### config.mk
export PLATFORM = sky130hd
export DESIGN_NAME = eepw_poll_master
export DESIGN_NICKNAME = d
export VERILOG_FILES = /design/src/rtl/eepw_pkg.sv /design/src/rtl/eepw_tick.sv /design/src/rtl/eepw_bit_engine.sv /design/src/rtl/eepw_poll_master.sv
export SDC_FILE = /design/constraint.sdc
export NUM_CORES = 1
export LEC_CHECK = 0
export CORE_UTILIZATION = 33
export CTS_CLUSTER_DIAMETER = 60
export DETAILED_ROUTE_END_ITERATION = 8
export PLACE_DENSITY_LB_ADDON = 0.25
export SYNTH_ARGS = -nofsm -noshare
export SYNTH_HDL_FRONTEND = slang
export SYNTH_SLANG_ARGS = --single-unit
### constraint.sdc
create_clock -name clk -period 2.1 [get_ports clk]
set_clock_uncertainty 0.1 [all_clocks]
set_input_delay 0.63 -clock clk [delete_from_list [all_inputs] [get_ports clk]]
set_output_delay 0.63 -clock clk [all_outputs]
set_load 0.01 [all_outputs]
### src/rtl/eepw_pkg.sv
package eepw_pkg;
   localparam int BYTE_W = 8;

   typedef enum logic [1:0] {
      BUS_START,
      BUS_STOP,
      BUS_BYTE
   } bus_op_e;

   typedef enum logic [3:0] {
      SQ_IDLE,
      SQ_W_START,
      SQ_W_CTRL,
      SQ_W_ADDR,
      SQ_W_DATA,
      SQ_W_STOP,
      SQ_P_START,
      SQ_P_CTRL,
      SQ_END
   } seq_st_e;

   typedef enum logic [1:0] {
      END_OK,
      END_ERR,
      END_TMO
   } end_kind_e;
endpackage

### src/rtl/eepw_tick.sv
module eepw_tick #(
   parameter int DIV = 4
) (
   input  logic clk,
   input  logic rst_n,
   output logic tick
);
   localparam int CNT_W = (DIV > 1) ? $clog2(DIV) : 1;

   generate
      if (DIV < 1) begin : g_bad
         $error("eepw_tick: DIV must be at least 1");
      end
      if (DIV == 1) begin : g_every
         assign tick = 1'b1;
      end else begin : g_count
         logic [CNT_W-1:0] cnt;
         always_ff @(posedge clk or negedge rst_n) begin
            if (!rst_n) begin
               cnt <= '0;
            end else if (cnt == CNT_W'(DIV - 1)) begin
               cnt <= '0;
            end else begin
               cnt <= cnt + 1'b1;
            end
         end
         assign tick = (cnt == CNT_W'(DIV - 1));
      end
   endgenerate
endmodule

### src/rtl/eepw_bit_engine.sv
module eepw_bit_engine
   import eepw_pkg::*;
(
   input  logic              clk,
   input  logic              rst_n,
   input  logic              tick,
   input  logic              go,
   input  bus_op_e           op,
   input  logic [BYTE_W-1:0] tx_byte,
   input  logic              sda_in,
   output logic              busy,
   output logic              done,
   output logic              ack,
   output logic              scl_lo,
   output logic              sda_lo
);
   localparam int BIT_W = $clog2(BYTE_W + 1);

   bus_op_e           op_q;
   logic [1:0]        qtr;
   logic [BIT_W-1:0]  bitn;
   logic [BYTE_W-1:0] sh;
   logic              last;

   assign last = (bitn == BIT_W'(BYTE_W));

   always_ff @(posedge clk or negedge rst_n) begin
      if (!rst_n) begin
         busy   <= 1'b0;
         done   <= 1'b0;
         ack    <= 1'b0;
         scl_lo <= 1'b0;
         sda_lo <= 1'b0;
         op_q   <= BUS_START;
         qtr    <= '0;
         bitn   <= '0;
         sh     <= '0;
      end else begin
         done <= 1'b0;
         if (!busy) begin
            if (go) begin
               busy <= 1'b1;
               op_q <= op;
               sh   <= tx_byte;
               qtr  <= '0;
               bitn <= '0;
            end
         end else if (tick) begin
            unique case (op_q)
               BUS_START: begin
                  unique case (qtr)
                     2'd0: sda_lo <= 1'b0;
                     2'd1: scl_lo <= 1'b0;
                     2'd2: sda_lo <= 1'b1;
                     default: scl_lo <= 1'b1;
                  endcase
               end
               BUS_STOP: begin
                  unique case (qtr)
                     2'd0: begin
                        scl_lo <= 1'b1;
                        sda_lo <= 1'b1;
                     end
                     2'd1: scl_lo <= 1'b0;
                     2'd2: sda_lo <= 1'b0;
                     default: ;
                  endcase
               end
               default: begin
                  unique case (qtr)
                     2'd0: begin
                        scl_lo <= 1'b1;
                        sda_lo <= last ? 1'b0 : !sh[BYTE_W-1];
                     end
                     2'd1: scl_lo <= 1'b0;
                     2'd2: if (last) ack <= !sda_in;
                     default: begin
                        scl_lo <= 1'b1;
                        if (!last) sh <= sh << 1;
                     end
                  endcase
               end
            endcase
            qtr <= qtr + 1'b1;
            if (qtr == 2'd3) begin
               if (op_q != BUS_BYTE || last) begin
                  busy <= 1'b0;
                  done <= 1'b1;
               end else begin
                  bitn <= bitn + 1'b1;
               end
            end
         end
      end
   end


   sda_quiet_chk: assert property (@(posedge clk) disable iff (!rst_n)
      (busy && op_q == BUS_BYTE && !$stable(sda_lo)) |-> (scl_lo && $past(scl_lo)));


   ack_window_chk: assert property (@(posedge clk) disable iff (!rst_n)
      (busy && op_q == BUS_BYTE && !$stable(ack)) |-> (last && !scl_lo));
endmodule

### src/rtl/eepw_poll_master.sv
module eepw_poll_master
   import eepw_pkg::*;
#(
   parameter int         DIV        = 4,
   parameter int         ADDR_W     = 4,
   parameter int         POLL_LIMIT = 0,
   parameter logic [3:0] DEV_CODE   = 4'b1010
) (
   input  logic              clk,
   input  logic              rst_n,
   input  logic              req_valid,
   input  logic [ADDR_W-1:0] req_addr,
   input  logic [BYTE_W-1:0] req_data,
   output logic              busy,
   output logic              done,
   output logic              err,
   output logic              timeout,
   input  logic              scl_in,
   output logic              scl_oe,
   input  logic              sda_in,
   output logic              sda_oe
);
   localparam logic [BYTE_W-1:0] CTRL_BYTE = {DEV_CODE, 3'b000, 1'b0};
   localparam int TRY_W = (POLL_LIMIT > 0) ? $clog2(POLL_LIMIT + 1) : 1;

   generate
      if (ADDR_W < 1 || ADDR_W > BYTE_W) begin : g_bad_addr
         $error("eepw_poll_master: ADDR_W must be 1..8");
      end
      if (POLL_LIMIT < 0) begin : g_bad_lim
         $error("eepw_poll_master: POLL_LIMIT must be non-negative");
      end
   endgenerate

   logic              tick, e_go, e_busy, e_done, e_ack;
   bus_op_e           e_op;
   logic [BYTE_W-1:0] e_byte;
   seq_st_e           st;
   end_kind_e         kind;
   logic [ADDR_W-1:0] addr_q;
   logic [BYTE_W-1:0] data_q;
   logic [TRY_W-1:0]  tries;
   logic              limit_hit;
   logic              scl_unused;

   assign scl_unused = scl_in;

   eepw_tick #(.DIV(DIV)) u_tick (
      .clk  (clk),
      .rst_n(rst_n),
      .tick (tick)
   );

   eepw_bit_engine u_eng (
      .clk    (clk),
      .rst_n  (rst_n),
      .tick   (tick),
      .go     (e_go),
      .op     (e_op),
      .tx_byte(e_byte),
      .sda_in (sda_in),
      .busy   (e_busy),
      .done   (e_done),
      .ack    (e_ack),
      .scl_lo (scl_oe),
      .sda_lo (sda_oe)
   );

   generate
      if (POLL_LIMIT == 0) begin : g_unlimited
         assign limit_hit = 1'b0;
      end else begin : g_limited
         assign limit_hit = (tries == TRY_W'(POLL_LIMIT));

         try_bound_chk: assert property (@(posedge clk) disable iff (!rst_n)
            tries <= TRY_W'(POLL_LIMIT));
      end
   endgenerate

   always_ff @(posedge clk or negedge rst_n) begin
      if (!rst_n) begin
         st      <= SQ_IDLE;
         kind    <= END_OK;
         addr_q  <= '0;
         data_q  <= '0;
         tries   <= '0;
         e_go    <= 1'b0;
         e_op    <= BUS_START;
         e_byte  <= '0;
         done    <= 1'b0;
         err     <= 1'b0;
         timeout <= 1'b0;
      end else begin
         e_go <= 1'b0;
         done <= 1'b0;
         unique case (st)
            SQ_IDLE: if (req_valid) begin
               addr_q  <= req_addr;
               data_q  <= req_data;
               err     <= 1'b0;
               timeout <= 1'b0;
               tries   <= '0;
               e_go    <= 1'b1;
               e_op    <= BUS_START;
               st      <= SQ_W_START;
            end
            SQ_W_START: if (e_done) begin
               e_go   <= 1'b1;
               e_op   <= BUS_BYTE;
               e_byte <= CTRL_BYTE;
               st     <= SQ_W_CTRL;
            end
            SQ_W_CTRL, SQ_W_ADDR, SQ_W_DATA: if (e_done) begin
               e_go <= 1'b1;
               if (!e_ack) begin
                  e_op <= BUS_STOP;
                  kind <= END_ERR;
                  st   <= SQ_END;
               end else if (st == SQ_W_CTRL) begin
                  e_op   <= BUS_BYTE;
                  e_byte <= BYTE_W'(addr_q);
                  st     <= SQ_W_ADDR;
               end else if (st == SQ_W_ADDR) begin
                  e_op   <= BUS_BYTE;
                  e_byte <= data_q;
                  st     <= SQ_W_DATA;
               end else begin
                  e_op <= BUS_STOP;
                  st   <= SQ_W_STOP;
               end
            end
            SQ_W_STOP: if (e_done) begin
               e_go <= 1'b1;
               e_op <= BUS_START;
               st   <= SQ_P_START;
            end
            SQ_P_START: if (e_done) begin
               e_go   <= 1'b1;
               e_op   <= BUS_BYTE;
               e_byte <= CTRL_BYTE;
               tries  <= tries + 1'b1;
               st     <= SQ_P_CTRL;
            end
            SQ_P_CTRL: if (e_done) begin
               e_go <= 1'b1;
               if (e_ack) begin
                  e_op <= BUS_STOP;
                  kind <= END_OK;
                  st   <= SQ_END;
               end else if (limit_hit) begin
                  e_op <= BUS_STOP;
                  kind <= END_TMO;
                  st   <= SQ_END;
               end else begin
                  e_op <= BUS_START;
                  st   <= SQ_P_START;
               end
            end
            default: if (e_done) begin
               st      <= SQ_IDLE;
               done    <= (kind == END_OK);
               err     <= (kind == END_ERR);
               timeout <= (kind == END_TMO);
            end
         endcase
      end
   end

   assign busy = (st != SQ_IDLE);


   idle_release_chk: assert property (@(posedge clk) disable iff (!rst_n)
      (!busy && !e_busy) |-> (!scl_oe && !sda_oe));


   done_pulse_chk: assert property (@(posedge clk) disable iff (!rst_n)
      done |=> !done);


   done_clean_chk: assert property (@(posedge clk) disable iff (!rst_n)
      done |-> (!err && !timeout && !busy));


   busy_ignore_chk: assert property (@(posedge clk) disable iff (!rst_n)
      (busy && req_valid) |=> ($stable(addr_q) && $stable(data_q)));


   flag_excl_chk: assert property (@(posedge clk) disable iff (!rst_n)
      !(err && timeout));
endmodule

# Word-level counts from Yosys, hierarchy flattened
# Index checks and enable logic that the tools add are counted.
# W data, S select, Z words.
# word_totals
n_memories	0
ram_bits	0
out_inout_bits	6
mem_bits_ro	0
wordCells	174
input_bits	17
latchBits	0
reg_bits	55
# op_classes
order_cmp	0
bitwise_logic	3
n_reduce_logical	34
addsub	3
mul	0
muxes	76
shift	0
n_eq_ne	38
n_div	0
# op_table
operator	n
$mux W8	11
$mux W4	14
$mux W2	16
$reduce_and A5 Y1	6
$pmux W4 S6	1
$mux W1	20
$ne A2 B2 Y1 const B	10
$pmux W1 S2	10
$eq A4 B3 Y1 const B	4
$ne A2 B1 Y1 const B	8
$pmux W8 S2	1
$pmux W2 S5	1
$ne A3 B1 Y1 const B	3
$eq A2 B2 Y1 const B	4
$eq A4 B2 Y1 const B	2
$reduce_bool A2 Y1	4
$reduce_or A8 Y1	1
$reduce_and A7 Y1	1
$reduce_or A7 Y1	1
$eq A2 B1 Y1 const B	3
$logic_not A2 Y1	3
$ne A3 B3 Y1 const B	2
$reduce_and A2 Y1	3
$reduce_and A6 Y1	1
17 further kinds	24

# Logic depth before layout (Yosys ltp)
# logic_depth
depth_word	6
mapped_depth	7
mapped_depth_nobuf	6

# Hierarchy
# From an unflattened synthesis, not the netlist that was laid out.
# unflattened
cells_unflattened	241
area_unflattened_um2	2713.9
# by_module_without_submodules
module	instances	seq_area_each_um2	area_each_um2	cells_per_inst
eepw_poll_master	1	750.7	1435.1	128
eepw_bit_engine	1	525.5	1212.4	109
eepw_tick	1	50.0	66.3	4

# Least setup slack after synthesis
# No wires, ideal clock.
# synth_path
path_kind	register to register
startpoint	reg u_eng.bitn[0]
endpoint	reg u_eng.bitn[3]
synth_period_minus_slack_ps	1787
required_time_ps	1873
n_path_buf	1
t_arrival_ps	1560
setup_time_ps	127
path_stages_with_launch	8
slack_ps	313
path_cell_list	dfrtp_1 > inv_1 > ha_1 > nand3b_1 > or4b_4 > buf_6 > o211ai_2 > o31ai_2
# synth_via
elab_chain_len	5
elab_cells_between_ends	9
classes_between	1 x add/sub; 2 x eq/ne; 4 x mux; 2 x reduce/logical
# synth_rtl
element	line_no	source
start, declared	eepw_bit_engine.sv:21	logic [BIT_W-1:0] bitn;
start signal, assigned	eepw_bit_engine.sv:90	bitn <= bitn + 1'b1;
$add A4 B1 Y4	eepw_bit_engine.sv:90	
$mux W4	eepw_bit_engine.sv:86	if (op_q != BUS_BYTE || last) begin
$mux W4	eepw_bit_engine.sv:85	if (qtr == 2'd3) begin
$mux W4	eepw_bit_engine.sv:48	end else if (tick) begin
$mux W4	eepw_bit_engine.sv:40	if (!busy) begin
# Parallel ways exist; a longest one is shown, timed or not. The select of a mux whose other input is x is not followed.
# A chain may end at the register's enable or synchronous reset.

# Worst setup path in the final report
# layout_path
startpoint	reg st[0]
endpoint	out busy
# layout_via
elab_chain_len	1
# layout_rtl
element	line_no	source
start, declared	eepw_poll_master.sv:38	seq_st_e st;
start signal, assigned	eepw_poll_master.sv:82	st <= SQ_IDLE;
start signal, assigned	eepw_poll_master.sv:105	st <= SQ_W_START;
start signal, assigned	eepw_poll_master.sv:111	st <= SQ_W_CTRL;
$reduce_bool A4 Y1	eepw_poll_master.sv:169	assign busy = (st != SQ_IDLE);
end, declared	eepw_poll_master.sv:14	output logic busy,
# No other way between the ends.

==> results.json <==
{
  "via_per_inst": 4.79,
  "drive_gt1_frac": 0.176,
  "crit_family": "flip-flops",
  "synth_area_leader_cell": "dfrtp_1",
  "synth_edf_count": 0,
  "placementRows": 31,
  "drt_pass1_iterations": 4,
  "syn-cell-area_um2": 2570,
  "arrival_ns": 1.24,
  "design_area_um2": 3000,
  "die_w_um": 90.3,
  "drt_iter0_drc": 35,
  "syn2layout_area_growth_pct": 16.6,
  "overflow": 0,
  "tns_ns": 0,
  "port_buffers": 20,
  "syn_inst": 235,
  "num_vias": 1724,
  "root_buffer": "clkbuf_8",
  "core_um2": 7410,
  "antenna_found_initial": 0,
  "timing.final.hold_violations": 0,
  "crit_chain": "nor2_2, nand2_1, dlygate4sd2_1",
  "slowest_stage": "dfrtp_1",
  "synth.most_common_cell": "dfrtp_1",
  "r2r_cells": 5,
  "place_area_um2": 2900,
  "crit_required_ns": 1.37,
  "syn_nets": 260,
  "synth.yosys.warnings": 0,
  "pin_count": 23,
  "setup_violations": 0,
  "yosys.area.top_type_share": 0.516,
  "async_reset_ff_frac": 1.00,
  "cts_tree": "done",
  "place.gp.congestion": 0.793,
  "ant_nets": 0,
  "finalMaxSlewViolations": 0,
  "cts_buffers": 5,
  "synthFlopType": "dfrtp_1",
  "outcome": "finished clean",
  "path_max_fanout": 2,
  "synth_cell_type_count": 47,
  "post_cts_buffers": 0,
  "rsz0062_at_grt": "no",
  "cts.sinks": 53,
  "dpl.hpwl_um": 3190,
  "cellLeakagePower_nw": 1.40,
  "cts.reportedPaths.clkPinSlew_ns": 0.11,
  "clock_latency_ns": 0.32,
  "htreeDepth": 2,
  "dieArea_um2": 8150,
  "powerDensity_nw_per_um2": 769,
  "crit_type": "reg2out",
  "synthTopCellsByCount": "53 x dfrtp_1, 22 x nor2_1, 18 x nand2_1, 18 x o21ai_0, 14 x mux2_2",
  "grt_pass1_vias": 1653,
  "crit_path_end_kind": "primary output",
  "drt-wirelength-per-cell_um": 12.7,
  "drcViolationCount": 0,
  "maxCapViolCount": 0,
  "ctsHoldBuffers": 0,
  "syn_avg_cell_area_um2": 10.9,
  "critPathBufInv": 1,
  "min_period_ns": 1.97,
  "grt_pass1_wl_um": 7970,
  "max_stage_delay_ns": 0.41,
  "diodes": 0,
  "ys_seq_elements": 53,
  "initial_core_util": 0.347,
  "die_height_um": 90.3,
  "layout.nets": 285,
  "cts_buffer_depth": 2,
  "fmax_mhz": 507,
  "ir_drop_uv": 399,
  "cp-start-kind": "register",
  "routed_wl_um": 4590,
  "grt_max_degree": 54,
  "yosysSeqAreaShare": 0.516,
  "synth.area.top_cells": "dfrtp_1 52%, mux2_2 6.1%, mux2i_1 4.3%",
  "hold_class": "in2async",
  "cp_num_cells": 3,
  "grt_usage": 0.122,
  "fin_crit_sh": 0.940
}
==> final timing paths <==
path / slack (ns) / end / from
min in group clk: 0.34 / u_tick.g_count.cnt[0] / u_tick.g_count.cnt[0]
max: 0.13 / busy / st[0]
min reg2reg: 0.34 / u_tick.g_count.cnt[0] / u_tick.g_count.cnt[0]
max in group asynchronous: 1.47 / u_eng.sh[2] / rst_n
max reg2reg: 0.20 / u_eng.bitn[3] / u_tick.g_count.cnt[0]
min: 0.19 / u_eng.bitn[2] / rst_n
==> layer usage <==
metal | part of all wire | GRT usage | vias up
li1 | - | - | 869
met1 | 0.50 | 0.172 | 814
met2 | 0.43 | 0.175 | 34
met3 | 0.045 | 0.0328 | 7
met4 | 0.018 | 0.0524 | 0
met5 | 0 | 0 | -
==> power by group <==
group,internal [mW],switching [mW]
sequential,1.16,0.0719
combinational,0.265,0.200
clock,0.243,0.368
total,1.67,0.640
==> layout by cell type, fill, tap and decap left out, types with 3 or more instances in the layout <==
cell type,count
dfrtp_1,53
nor2_1,21
nand2_1,18
o21ai_0,18
clkdlybuf4s50_1,18
mux2_2,14
inv_1,11
mux2i_1,11
a21oi_1,10
buf_4,10
ha_1,8
nand3_1,7
a22o_1,5
clkbuf_8,5
nand3b_1,3
nand2b_1,3
nor2b_1,3
a211oi_1,3
==> sequential cells by signal (all words and copies together), names as in the netlist, 2 cells and up <==
name,flops
data_q,8
e_op,2
u_eng.qtr,2
st,4
e_byte,8
u_eng.bitn,4
addr_q,4
u_tick.g_count.cnt,2
u_eng.op_q,2
u_eng.sh,8
==> timing repair <==
| item | in CTS | in global routing |
|---|---|---|
| gates resized for setup | 2 | 0 |
| setup endpoints to repair | 1 | 0 |
| hold endpoints to repair | 0 | 0 |
==> stage by stage <==
stage / util / cells / hold WS (ns) / setup slack, ns / total power, mW
finish: 0.405 / 360 / 0.194 / 0.127 / 2.31
global route: 0.405 / 360 / 0.212 / 0.0793 / 2.44
CTS: 0.405 / 360 / 0.194 / 0.114 / 2.34
detailed placement: 0.392 / 352 / 0.326 / 0.0663 / 1.72
global placement: 0.392 / 352 / 0.314 / 0.101 / 1.71
floorplan: - / 235 / 0.234 / 0.313 / 1.56
==> final cells by class <==
cell class	instances	area [µm²]
fill	732	4410
inverter	11	41.3
timing repair buffer	31	289
multi-input combinational	158	1120
sequential	53	1330
tap	99	124
clock buffer	5	68.8
clock inverter	3	26.3
==> cells by family after synthesis <==
family | after synthesis | synth area share
AOI/OAI and AO/OA | 53 | 0.143
xor gates and xnor gates | 2 | 0.00681
DFF | 53 | 0.516
buffers and inverters | 24 | 0.0487
and+or+nand+nor | 69 | 0.141
adders and majority gates | 8 | 0.0389
other | 1 | 0.00146
muxes | 25 | 0.104
Note: power is estimated with default switching activity, not from simulation.
